<file path="config.mk">
export PLATFORM = sky130hd
export DESIGN_NAME = pcm_frame_port
export DESIGN_NICKNAME = d
export VERILOG_FILES = /design/src/rtl/spa_pkg.sv /design/src/rtl/spa_edge_sync.sv /design/src/rtl/spa_rx.sv /design/src/rtl/spa_tx.sv /design/src/rtl/pcm_frame_port.sv
export SDC_FILE = /design/constraint.sdc
export NUM_CORES = 1
export LEC_CHECK = 0
export ABC_AREA = 0
export ABC_CLOCK_PERIOD_IN_PS = 14750
export BUFFER_PORTS_ARGS = -buffer_cell sky130_fd_sc_hd__buf_2
export CAP_MARGIN = 0
export CORE_AREA = 2 2 203 125
export CTS_CLUSTER_DIAMETER = 40
export DETAILED_ROUTE_END_ITERATION = 8
export DIE_AREA = 0 0 205 127
export PLACE_DENSITY = 0.52
export SKIP_LAST_GASP = 1
export SLEW_MARGIN = 40
export SYNTH_ARGS = -nofsm -noshare
export SYNTH_HDL_FRONTEND = slang
export SYNTH_SLANG_ARGS = --single-unit
</file>
<file path="constraint.sdc">
create_clock -name clk -period 14.75 [get_ports clk]
set_input_delay 2.95 -clock clk [delete_from_list [all_inputs] [get_ports clk]]
set_output_delay 2.95 -clock clk [all_outputs]
set_load 0.1 [all_outputs]
</file>
<file path="src/rtl/spa_pkg.sv">
package spa_pkg;
  localparam int SMP_W     = 20;
  localparam int POS_W     = 6;
  localparam int HALF_STD  = 24;
  localparam int HALF_WIDE = 32;

  typedef logic [POS_W-1:0] pos_t;

  typedef enum logic [1:0] {
    FMT_TAIL16 = 2'b00,
    FMT_TAIL18 = 2'b01,
    FMT_TAIL20 = 2'b10,
    FMT_HEAD16 = 2'b11
  } fmt_t;

  function automatic pos_t half_len(fmt_t f);
    return (f == FMT_HEAD16) ? pos_t'(HALF_WIDE) : pos_t'(HALF_STD);
  endfunction

  function automatic pos_t word_len(fmt_t f);
    case (f)
      FMT_TAIL18: return pos_t'(18);
      FMT_TAIL20: return pos_t'(20);
      default:    return pos_t'(16);
    endcase
  endfunction

  function automatic pos_t win_first(fmt_t f);
    return (f == FMT_HEAD16) ? pos_t'(1) : pos_t'(half_len(f) - word_len(f));
  endfunction

  function automatic pos_t win_last(fmt_t f);
    return pos_t'(win_first(f) + word_len(f) - 1);
  endfunction

  function automatic pos_t pad_cnt(fmt_t f);
    case (f)
      FMT_TAIL18: return pos_t'(2);
      FMT_TAIL20: return pos_t'(4);
      default:    return pos_t'(0);
    endcase
  endfunction
endpackage

</file>
<file path="src/rtl/spa_edge_sync.sv">
module spa_edge_sync #(
  parameter int STAGES = 2
) (
  input  logic clk,
  input  logic rst_n,
  input  logic bclk_i,
  input  logic ws_i,
  input  logic sd_i,
  output logic bclk_rise,
  output logic bclk_fall,
  output logic ws_s,
  output logic sd_s
);
  localparam int NSIG = 3;

  logic [NSIG-1:0] raw;
  logic [NSIG-1:0] synced;
  logic            bclk_d_q;

  assign raw = {bclk_i, ws_i, sd_i};

  // equal depth on all three lines keeps data aligned with its clock edge
  for (genvar g = 0; g < NSIG; g++) begin : g_sync
    logic [STAGES-1:0] chain_q;
    always_ff @(posedge clk or negedge rst_n) begin
      if (!rst_n) chain_q <= '0;
      else        chain_q <= {chain_q[STAGES-2:0], raw[g]};
    end
    assign synced[g] = chain_q[STAGES-1];
  end

  always_ff @(posedge clk or negedge rst_n) begin
    if (!rst_n) bclk_d_q <= 1'b0;
    else        bclk_d_q <= synced[2];
  end

  assign bclk_rise = synced[2] & ~bclk_d_q;
  assign bclk_fall = ~synced[2] & bclk_d_q;
  assign ws_s      = synced[1];
  assign sd_s      = synced[0];
endmodule

</file>
<file path="src/rtl/spa_rx.sv">
module spa_rx
  import spa_pkg::*;
#(
  parameter int SW = SMP_W
) (
  input  logic          clk,
  input  logic          rst_n,
  input  logic          bit_rise,
  input  logic          ws_s,
  input  logic          sd_s,
  input  fmt_t          fmt,
  output logic [SW-1:0] word_q,
  output logic          done_q,
  output logic          left_q
);
  localparam int IW = $clog2(SW);

  pos_t          pos_q, pos_nxt;
  logic          ws_prev_q, ws_prev_nxt;
  logic [SW-1:0] sh_q, sh_nxt;
  logic [SW-1:0] word_nxt;
  logic          done_nxt, left_nxt;
  pos_t          first, last;
  logic [IW-1:0] msb_idx;

  always_comb begin
    first       = win_first(fmt);
    last        = win_last(fmt);
    msb_idx     = IW'(word_len(fmt) - 1'b1);
    pos_nxt     = pos_q;
    ws_prev_nxt = ws_prev_q;
    sh_nxt      = sh_q;
    word_nxt    = word_q;
    done_nxt    = 1'b0;
    left_nxt    = left_q;
    if (bit_rise) begin
      ws_prev_nxt = ws_s;
      if (ws_s != ws_prev_q)  pos_nxt = '0;
      else if (pos_q != '1)   pos_nxt = pos_q + 1'b1;
      if (pos_nxt >= first && pos_nxt <= last)
        sh_nxt = {sh_q[SW-2:0], sd_s};
      if (pos_nxt == last) begin
        done_nxt = 1'b1;
        left_nxt = ws_s;
        for (int i = 0; i < SW; i++)
          word_nxt[i] = (IW'(i) <= msb_idx) ? sh_nxt[i] : sh_nxt[msb_idx];
      end
    end
  end

  always_ff @(posedge clk or negedge rst_n) begin
    if (!rst_n) begin
      pos_q     <= '0;
      ws_prev_q <= 1'b0;
      sh_q      <= '0;
      word_q    <= '0;
      done_q    <= 1'b0;
      left_q    <= 1'b0;
    end else begin
      pos_q     <= pos_nxt;
      ws_prev_q <= ws_prev_nxt;
      sh_q      <= sh_nxt;
      word_q    <= word_nxt;
      done_q    <= done_nxt;
      left_q    <= left_nxt;
    end
  end
endmodule

</file>
<file path="src/rtl/spa_tx.sv">
module spa_tx
  import spa_pkg::*;
#(
  parameter int SW = SMP_W
) (
  input  logic          clk,
  input  logic          rst_n,
  input  logic          bit_fall,
  input  logic          ws_s,
  input  fmt_t          fmt_req,
  input  logic [SW-1:0] in_l,
  input  logic [SW-1:0] in_r,
  output logic          sd_q,
  output fmt_t          fmt_q,
  output logic          frame_start
);
  localparam int IW = $clog2(SW);

  pos_t          pos_q, pos_nxt;
  logic          ws_prev_q, ws_prev_nxt;
  logic [SW-1:0] lat_l_q, lat_l_nxt, lat_r_q, lat_r_nxt;
  fmt_t          fmt_nxt, fmt_use;
  logic          sd_nxt, bit_val;
  logic [SW-1:0] word_sel, word_pad;
  pos_t          first, last, offs;
  logic [IW-1:0] bit_idx;

  assign frame_start = bit_fall & ws_s & ~ws_prev_q;

  always_comb begin
    fmt_use     = frame_start ? fmt_req : fmt_q;
    first       = win_first(fmt_use);
    last        = win_last(fmt_use);
    pos_nxt     = pos_q;
    ws_prev_nxt = ws_prev_q;
    lat_l_nxt   = lat_l_q;
    lat_r_nxt   = lat_r_q;
    fmt_nxt     = fmt_q;
    sd_nxt      = sd_q;
    if (bit_fall) begin
      ws_prev_nxt = ws_s;
      if (ws_s != ws_prev_q) pos_nxt = '0;
      else if (pos_q != '1)  pos_nxt = pos_q + 1'b1;
    end
    word_sel = ws_s ? (frame_start ? in_l : lat_l_q) : lat_r_q;
    for (int i = 0; i < SW; i++)
      word_pad[i] = (pos_t'(i) < pad_cnt(fmt_use)) ? 1'b0 : word_sel[i];
    offs    = pos_nxt - first;
    bit_idx = IW'(word_len(fmt_use) - 1'b1 - offs);
    bit_val = (pos_nxt >= first && pos_nxt <= last) ? word_pad[bit_idx] : 1'b0;
    if (bit_fall) sd_nxt = bit_val;
    if (frame_start) begin
      fmt_nxt   = fmt_req;
      lat_l_nxt = in_l;
      lat_r_nxt = in_r;
    end
  end

  always_ff @(posedge clk or negedge rst_n) begin
    if (!rst_n) begin
      pos_q     <= '0;
      ws_prev_q <= 1'b0;
      lat_l_q   <= '0;
      lat_r_q   <= '0;
      fmt_q     <= FMT_TAIL16;
      sd_q      <= 1'b0;
    end else begin
      pos_q     <= pos_nxt;
      ws_prev_q <= ws_prev_nxt;
      lat_l_q   <= lat_l_nxt;
      lat_r_q   <= lat_r_nxt;
      fmt_q     <= fmt_nxt;
      sd_q      <= sd_nxt;
    end
  end
endmodule

</file>
<file path="src/rtl/pcm_frame_port.sv">
module pcm_frame_port
  import spa_pkg::*;
#(
  parameter int SW          = SMP_W,
  parameter int SYNC_STAGES = 2
) (
  input  logic          clk,
  input  logic          rst_n,
  input  logic          bclk,
  input  logic          wsync,
  input  logic          sdin,
  output logic          sdout,
  input  logic [1:0]    fmt_sel,
  input  logic          src_par,
  input  logic [SW-1:0] par_left,
  input  logic [SW-1:0] par_right,
  input  logic [SW-1:0] tx_left,
  input  logic [SW-1:0] tx_right,
  output logic [SW-1:0] smp_left,
  output logic [SW-1:0] smp_right,
  output logic          smp_valid
);
  logic          bclk_rise, bclk_fall, ws_s, sd_s;
  logic [SW-1:0] rx_word;
  logic          rx_done, rx_left;
  fmt_t          fmt_act;
  logic          frame_start;
  logic [SW-1:0] hold_l_q, hold_l_nxt, smp_l_nxt, smp_r_nxt;
  logic          valid_nxt;

  spa_edge_sync #(.STAGES(SYNC_STAGES)) u_sync (
    .clk(clk), .rst_n(rst_n), .bclk_i(bclk), .ws_i(wsync), .sd_i(sdin),
    .bclk_rise(bclk_rise), .bclk_fall(bclk_fall), .ws_s(ws_s), .sd_s(sd_s)
  );

  // format register lives in the transmitter; it updates on the falling
  // edge that opens a left half, ahead of any receive bit of that frame
  spa_tx #(.SW(SW)) u_tx (
    .clk(clk), .rst_n(rst_n), .bit_fall(bclk_fall), .ws_s(ws_s),
    .fmt_req(fmt_t'(fmt_sel)), .in_l(tx_left), .in_r(tx_right),
    .sd_q(sdout), .fmt_q(fmt_act), .frame_start(frame_start)
  );

  spa_rx #(.SW(SW)) u_rx (
    .clk(clk), .rst_n(rst_n), .bit_rise(bclk_rise), .ws_s(ws_s), .sd_s(sd_s),
    .fmt(fmt_act), .word_q(rx_word), .done_q(rx_done), .left_q(rx_left)
  );

  always_comb begin
    hold_l_nxt = hold_l_q;
    smp_l_nxt  = smp_left;
    smp_r_nxt  = smp_right;
    valid_nxt  = 1'b0;
    if (rx_done) begin
      if (rx_left) begin
        hold_l_nxt = rx_word;
      end else begin
        valid_nxt = 1'b1;
        smp_l_nxt = src_par ? par_left  : hold_l_q;
        smp_r_nxt = src_par ? par_right : rx_word;
      end
    end
  end

  always_ff @(posedge clk or negedge rst_n) begin
    if (!rst_n) begin
      hold_l_q  <= '0;
      smp_left  <= '0;
      smp_right <= '0;
      smp_valid <= 1'b0;
    end else begin
      hold_l_q  <= hold_l_nxt;
      smp_left  <= smp_l_nxt;
      smp_right <= smp_r_nxt;
      smp_valid <= valid_nxt;
    end
  end
endmodule

</file>
Word level (Yosys, flattened, before mapping)
Index checks and enable logic that the tools add are counted.
- register bits after elaboration: 167
- bits of input ports: 88
- output and inout bits: 42
- word-level logic and storage cells: 171
- $add $sub $neg: 12
- magnitude comparators: 46
- equality and inequality tests: 11
- muxes and demuxes: 69
- bitwise operators: 8
- reductions and logical operators: 5
- operators by type and width (cell ; number):
    2-to-1 mux 20 bit ; 6
    2-to-1 mux 6 bit ; 10
    2-to-1 mux 1 bit ; 47
    less-or-equal comparator 4 x 5 -> 1 bit (first input constant) ; 8
    < comparator 4 x 3 -> 1 bit (first input constant) ; 8
    less-or-equal comparator 3 x 5 -> 1 bit (first input constant) ; 4
    less-or-equal comparator 5 bit (first input constant) ; 4
    < comparator 5 x 3 -> 1 bit (first input constant) ; 4
    case mux 3 bit (2 select lines) ; 3
    adder 6 x 1 -> 6 bit (second input constant) ; 2
    adder 6 x 5 -> 6 bit ; 2
    greater-or-equal comparator 6 bit ; 2
    less-or-equal comparator 6 bit ; 2
    < comparator 3 bit (first input constant) ; 4
    < comparator 5 x 6 -> 1 bit (second input constant) ; 2
    != test 6 bit (second input constant) ; 2
    subtractor 6 x 1 -> 6 bit (second input constant) ; 2
    subtractor 6 x 5 -> 6 bit ; 2
    binary-select mux 1 bit (select 5 bit) ; 2
    less-or-equal comparator 1 x 5 -> 1 bit (first input constant) ; 2
    less-or-equal comparator 2 x 5 -> 1 bit (first input constant) ; 2
    subtractor 5 x 1 -> 5 bit (second input constant) ; 2
    subtractor 5 bit ; 2
    == test 2 bit (second input constant) ; 4
    other kinds (10) ; 23

Depth between registers and ports, before layout
Gate-level depths: netlist of the first run.
- depth after elaboration: 14
- gate-level depth with buffers: 21
- gate-level depth less buffers: 18

Hierarchy
From an unflattened synthesis of the first run, not the netlist that was laid out.
- cells, all modules: 678
- area, all modules: 8755.9 sq um
- modules (own cells, without submodules) (module ; times used ; cells an instance ; area an instance (sq um) ; sequential area each (sq um)):
    spa_tx ; 1 ; 270 ; 3135.5 ; 1251.2
    pcm_frame_port ; 1 ; 174 ; 3052.9 ; 1526.5
    spa_rx ; 1 ; 225 ; 2377.3 ; 1201.2
    spa_edge_sync ; 1 ; 9 ; 190.2 ; 175.2

Worst setup path before layout of the first run
No wires, ideal clock.
- path kind: in2reg
- start: input port fmt_sel[1]
- end: register u_tx.sd_q
- setup time: 0.131 ns
- data arrival time: 6.191 ns
- data required time: 14.619 ns
- path slack: 8.428 ns
- cell stages on the path: 14
- buffers on the path: 1
- cells stage by stage: a21oi_1 inv_1 ha_1 inv_1 fa_1 fa_1 clkbuf_1 mux4_2 nand2_1 o311ai_0 o21ai_0 nor4_1 a311oi_1 a21oi_1
- longest elaborated chain between the ends: 10
- elaborated cells between the ends (all ways): 60
- those cells by class: add/sub (6); order compare (22); eq/ne (3); mux (28); reduce/logical (1)
- ends and longest elaborated chain (what ; line ; source):
    start, declared ; pcm_frame_port.sv:13 ; input logic [1:0] fmt_sel,
    2-to-1 mux 2 bit (*) ; spa_tx.sv:31 ; fmt_use = frame_start ? fmt_req : fmt_q;
    == test 2 bit, or another cell as far along ; spa_pkg.sv:21, spa_pkg.sv:37 ;
    case mux 3 bit (2 select lines) or 2-to-1 mux 6 bit (tied branches) ; spa_pkg.sv:21, spa_pkg.sv:37, spa_pkg.sv:17 ;
    subtractor 6 x 5 -> 6 bit ; spa_pkg.sv:29 ; return (f == FMT_HEAD16) ? pos_t'(1) : pos_t'(half_len(f) - word_len(f));
    2-to-1 mux 6 bit ; spa_pkg.sv:29 ;
    adder 6 x 5 -> 6 bit or subtractor 5 bit (tied branches) ; spa_pkg.sv:33, spa_tx.sv:48 ;
    subtractor 6 x 1 -> 6 bit or subtractor 5 bit (tied branches) ; spa_pkg.sv:33, spa_tx.sv:49 ;
    less-or-equal comparator 6 bit or binary-select mux 1 bit (select 5 bit) (tied branches) ; spa_tx.sv:50 ; bit_val = (pos_nxt >= first && pos_nxt <= last) ? word_pad[bit_idx] : 1'b0;
    logical AND 1 bit or 2-to-1 mux 1 bit (tied branches) ; spa_tx.sv:50 ;
    2-to-1 mux 1 bit (*) ; spa_tx.sv:50 ;
    end signal, assigned ; spa_tx.sv:73 ; sd_q <= sd_nxt;
    end, declared ; spa_tx.sv:13 ; output logic sd_q,
Every way passes the cells marked *; elsewhere a longest branch is shown, timed or not. The select of a mux whose other input is x is not followed.
A chain may end at the register's enable or synchronous reset.

Worst setup path after layout of the first run
Same ends and word-level chain as after synthesis.

==> out/results.ini, run 1 <==
[layout]
nFillCells = 2323
nets = 975
layout-drive-gt1-share = 0.3124
design_area_sq_um = 9932
syn2layout_area_growth_pct = 18.42
post-route-util = 0.4138
antenna_cells = 0

[setup_path]
cp_num_buf_inv = 4
path_cells = buf_2 -> a21oi_1 -> inv_1 -> ha_1 -> inv_1 -> fa_1 -> fa_1 -> inv_1 -> mux4_2 -> mux2i_1 -> a21oi_1 -> nor2_1 -> a211oi_1 -> o21ai_0 -> a21oi_1
cp-end-kind = flip-flop
slowest_stage = fa_1
critPathMaxStageDelay_ns = 0.87
critPathKind = input port to flip-flop
cp-start-kind = input port
cp_top_family = adder cells
cp.arrival_ns = 6.61
worst-path-max-fanout = 11
cp.required_ns = 15.05

[clock_tree]
clk_latency_ns = 0.43
numCtsBuffers = 17
htreeDepth = 4
holdBufCountCts = 0
cts_buffer_depth = 2
cts_resized = 0
tritoncts = done
postCtsSetupRepairBufs = 0
clkSinkCount = 167
clk_pin_slew_ns = 0.06
cts_root_buf = clkbuf_16

[yosys]
ys_types = 52
synth-seq-cells = 167
ys_seq_area_frac = 0.4983
avgSynthCellArea_sq_um = 11.46
asyncSetResetFlopFracSynth = 1.000
netlist_instances = 732
yosysWarnings = 0
syn_nets = 857
synth-edff-count = 0
synthFlopType = dfrtp_1
synth_area_sq_um = 8387

[route]
dr_total_vias = 5666
drt-wirelength-per-cell_um = 16.99
firstDrtPassIters = 5
drtAntennaViolNets = 0
avgViaCountPerCell = 4.790
drt-initial-drc-count = 338
drc = 0
routed_wl_um = 20100

[die]
dieArea_sq_um = 26040
die_y_um = 127
start_util = 0.3494
row_count = 44
core_area_sq_um = 24000
dieWidth_um = 205
ios = 130

[global_route]
grt_max_degree = 80
grt-ovfl-total = 0
antenna_found_initial = 0
grt_pass1_wl_um = 31500
grtUsageTotal = 0.1586
grt_pass1_vias = 5432

[status]
outcome = complete, no violations

[timing]
setup_violations = 0
fin_crit_ns = 6.310
setup-tns-final_ns = 0
timing.slew.headroom = 0.5107
hold_viol = 0
finClkSkew_ns = 0.008687
rsz0062_at_grt = no
tightest_slew_ns = 0.7340
max_freq_ghz = 0.1585
period_share = 0.4278
drv_slew = 0

[job]
maxCapViolations = 0

[place]
numPortBuffers = 129
dpl-instance-area_sq_um = 9334
place_congestion = 0.8360
dp_hpwl_um = 14410

[min_path]
min_path_type = flip-flop to flip-flop

[power]
vdd_drop_max_mv = 0.07116
cellLeakagePower_nw = 4.853
p_per_area_nw_per_um2 = 146.7

[report_power, final]
group | internal [W] | switching, W
sequential | 0.000505 | 0.0000333
clock | 0.000269 | 0.000186
combinational | 0.000212 | 0.000252
total | 0.000986 | 0.000471
[logic make-up after synthesis]
logic type	synth area share
buf+inv	0.03267
xor+xnor	0.01447
mux	0.2148
compound gates	0.09265
simple gates	0.08877
fa+ha+maj	0.05833
flops	0.4983
[synth_stat cells, types with 2 or more instances]
cell,count,area share
nand2b_1,8,0.0060
mux2_4,10,0.018
buf_6,3,0.0040
nor2b_1,5,0.0037
nand4_1,3,0.0022
o22a_1,2,0.0021
xor2_1,5,0.0052
a21o_1,4,0.0036
o21ai_0,58,0.035
dfrtp_1,167,0.50
nor2_1,39,0.017
nand3_1,8,0.0048
mux2_2,74,0.099
a31oi_1,7,0.0052
o211ai_1,4,0.0036
buf_1,7,0.0031
mux4_2,7,0.019
o21a_1,2,0.0018
a21boi_0,2,0.0018
o41ai_1,2,0.0021
or3_1,2,0.0015
nand2_1,82,0.037
fa_1,2,0.0048
a211oi_1,5,0.0045
mux2i_1,66,0.079
and2_1,6,0.0045
clkbuf_1,23,0.010
a311oi_1,4,0.0042
xnor2_1,7,0.0073
inv_1,25,0.011
nor3_1,2,0.0012
nand4b_1,3,0.0031
and3_1,4,0.0030
buf_2,3,0.0018
ha_1,35,0.052
a21oi_1,30,0.018
[state kept, by name, indices dropped and copies added (netlist names)]
| signal | count |
|---|---|
| u_tx.pos_q | 6 |
| u_sync.bclk_d_q | 1 |
| u_tx.ws_prev_q | 1 |
| smp_right | 20 |
| u_tx.fmt_q | 2 |
| u_tx.sd_q | 1 |
| u_rx.word_q | 20 |
| smp_valid | 1 |
| u_rx.ws_prev_q | 1 |
| u_rx.done_q | 1 |
| hold_l_q | 20 |
| u_tx.lat_r_q | 20 |
| smp_left | 20 |
| u_rx.pos_q | 6 |
| u_rx.sh_q | 20 |
| u_tx.lat_l_q | 20 |
| u_rx.left_q | 1 |
| u_sync.g_sync.chain_q | 6 |
[cell type report]
cell class	count	area, sq um	share of cell area
multi-input cells	502	3939	0.3966
clock inverters	8	112.6	0.01134
inverters	26	97.59	0.009826
repair buffers	136	715.7	0.07206
well taps	322	402.9	0.04056
clock buffers	22	484.2	0.04875
flip-flops and latches	167	4180	0.4209
[per-layer routing]
metal | up-vias | global-route usage | routed length (um)
met5 | - | 0 | 0
met4 | 0 | 0.03936 | 112
met3 | 9 | 0.03036 | 765
met2 | 86 | 0.1983 | 7539
met1 | 2757 | 0.2679 | 11680
li1 | 2814 | - | -
[cell usage in the layout (no fill, tap or decap), types with 7 or more instances in the layout]
master / n
dfrtp_1: 166
buf_2: 128
nand2_1: 81
mux2_2: 74
mux2i_1: 66
o21ai_0: 58
nor2_1: 39
ha_1: 35
a21oi_1: 30
inv_1: 25
clkbuf_16: 17
mux2_4: 10
nand3_1: 8
nand2b_1: 7
xnor2_1: 7
a31oi_1: 7
mux4_2: 7
[worst paths after layout]
check                                       startpoint  depth (start not counted)                           to  slack (ns)
setup / recovery                            fmt_sel[1]                         15                    u_tx.sd_q        8.44
hold / removal             u_sync.g_sync[2].chain_q[0]                          0  u_sync.g_sync[2].chain_q[1]        0.36
setup reg to reg           u_sync.g_sync[1].chain_q[1]                         17                    u_tx.sd_q        9.50
hold reg to reg            u_sync.g_sync[2].chain_q[0]                          0  u_sync.g_sync[2].chain_q[1]        0.36
max in group asynchronous                        rst_n                          2  u_sync.g_sync[1].chain_q[1]       11.17
min in group asynchronous                        rst_n                          1              u_tx.lat_r_q[1]        2.49
[per-stage QoR]
| step | hold WS (ns) | cells | total power [W] | worst slack [ns] |
|---|---|---|---|---|
| 2_1_floorplan | 0.3312 | 732 | 0.0008966 | 8.428 |
| 3_3_place_gp | 0.3348 | 1152 | 0.001002 | 8.103 |
| 3_5_place_dp | 0.3434 | 1153 | 0.001009 | 7.981 |
| 4_1_cts | 0.3572 | 1183 | 0.001475 | 8.435 |
| 5_1_grt | 0.3676 | 1183 | 0.001555 | 8.138 |
| 6_report | 0.3552 | 1183 | 0.001457 | 8.440 |
Power figures use the tool's default switching activity.
==> run 2, diff against run 1 <==
Settings changed: ABC_CLOCK_PERIOD_IN_PS 14750 to 5900.
Clock period 14.75 ns to 5.9 ns, I/O delays scaled along.
==> run 2 against run 1 <==
Net effect:
- non-clock buffer count increased by 2
- combinational power rose to 2.5 times the previous value
- hold slack lost 0.0066 ns
- register-to-register slack worse by 8.3 ns
- sequential power up 150%
- via count increased by 0.42%
- critical path type is now flip-flop to flip-flop
- largest cell class unchanged
==> out/results.ini, run 2 (synthesized netlist as in run 1, its figures left out) <==
[route]
drtAntennaViolNets = 0
firstDrtPassIters = 4
dr_total_vias = 5690
avgViaCountPerCell = 4.798
drt-initial-drc-count = 321
drt-wirelength-per-cell_um = 16.94
routed_wl_um = 20090
drc = 0

[die]
start_util = 0.3494
ios = 130
row_count = 44
core_area_sq_um = 24000
dieArea_sq_um = 26040
dieWidth_um = 205
die_y_um = 127

[clock_tree]
clk_pin_slew_ns = 0.07
cts_root_buf = clkbuf_16
postCtsSetupRepairBufs = 0
clk_latency_ns = 0.42
tritoncts = done
cts_resized = 0
htreeDepth = 4
clkSinkCount = 167
cts_buffer_depth = 2
holdBufCountCts = 0
numCtsBuffers = 17

[layout]
design_area_sq_um = 10000
final_cell_mix = 167 x dfrtp_1, 128 x buf_2, 81 x nand2_1
layout_commonest_cell = dfrtp_1
layout-drive-gt1-share = 0.3125
syn2layout_area_growth_pct = 19.24
antenna_cells = 0
nets = 977

[setup_path]
cp-end-kind = flip-flop
critPathKind = flip-flop to flip-flop
critPathLaunch = u_tx.pos_q[0]
cp.required_ns = 6.20
cp.arrival_ns = 4.99
cp-start-kind = flip-flop
reg2reg_from = u_tx.pos_q[0]
worst-path-max-fanout = 11

[timing]
tightest_slew_ns = 0.7175
rsz0062_at_grt = no
period_share = 0.7950
setup_violations = 0
fin_crit_ns = 4.691
drv_slew = 0
setup-tns-final_ns = 0
whs_ns = 0.3486
finClkSkew_ns = 0.008723
timing.slew.headroom = 0.5217
hold_viol = 0
max_freq_ghz = 0.2132

[job]
maxCapViolations = 0

[place]
place_congestion = 0.7807
dp_hpwl_um = 14590
numPortBuffers = 129
dpl-instance-area_sq_um = 9398

[power]
cellLeakagePower_nw = 4.889
vdd_drop_max_mv = 0.1510
p_per_area_nw_per_um2 = 366.7

[min_path]
worstHoldStart = u_sync.g_sync[0].chain_q[0]
min_path_type = flip-flop to flip-flop

[global_route]
grt_max_degree = 80
antenna_found_initial = 1
grtUsageTotal = 0.1602
grt_pass1_wl_um = 32020
grt-ovfl-total = 0
grt_pass1_vias = 5628

[status]
outcome = complete, no violations

run 2: metrics by stage:
stage / worst slack, ns / util / std cells / power (W)
floorplan: 1.140 / - / 732 / 0.002242
global placement: 1.054 / 0.3885 / 1152 / 0.002508
detailed placement: 0.9542 / 0.3915 / 1155 / 0.002525
CTS: 1.201 / 0.4166 / 1186 / 0.003705
global route: 0.7848 / 0.4166 / 1186 / 0.003905
finish: 1.209 / 0.4166 / 1186 / 0.003667
run 2: final timing paths:
kind | to | slack [ns] | cells past startpoint
setup / recovery | u_tx.sd_q | 1.21 | 15
hold reg to reg | u_sync.g_sync[0].chain_q[1] | 0.35 | 0
setup reg to reg | u_tx.sd_q | 1.21 | 15
max in group asynchronous | hold_l_q[16] | 4.29 | 4
min in group asynchronous | u_sync.g_sync[2].chain_q[0] | 0.70 | 2
hold / removal | u_sync.g_sync[0].chain_q[1] | 0.35 | 0
run 2: layer usage:
layer	vias to the layer above	GRT usage	part of all wire
li1	2821	-	-
met2	89	0.2033	0.37
met5	-	0	0
met3	11	0.03367	0.046
met4	0	0.03682	0.0064
met1	2769	0.2674	0.57
run 2: report_power, final:
part	total, W	switching (W)	internal (W)
sequential	0.00134	0.0000804	0.00126
combinational	0.00117	0.000633	0.000534
clock	0.00116	0.000466	0.000690
total	0.00367	0.00118	0.00249
run 2: worst max-delay path, cell delays in order (launching register included):
cell and delay, ns:
dfrtp_1 0.42, ha_1 0.22, and3_1 0.23, a31oi_1 0.45
nand2_1 0.13, xor2_1 0.16, nor2_1 0.31, fa_1 0.50
fa_1 0.85, mux4_2 0.56, nand2_1 0.08, o311ai_0 0.12
o21ai_0 0.11, nor4_1 0.06, a311oi_1 0.26, a21oi_1 0.09
run 2: area by class of cell:
type                    instances  area (sq um)
repair buffers                138         779.5
fillers                      2333         14000
clock inverters                10         142.6
inverters                      26         97.59
clock buffers                  21         460.4
well taps                     322         402.9
multi-input cells             502          3939
flip-flops and latches        167          4179
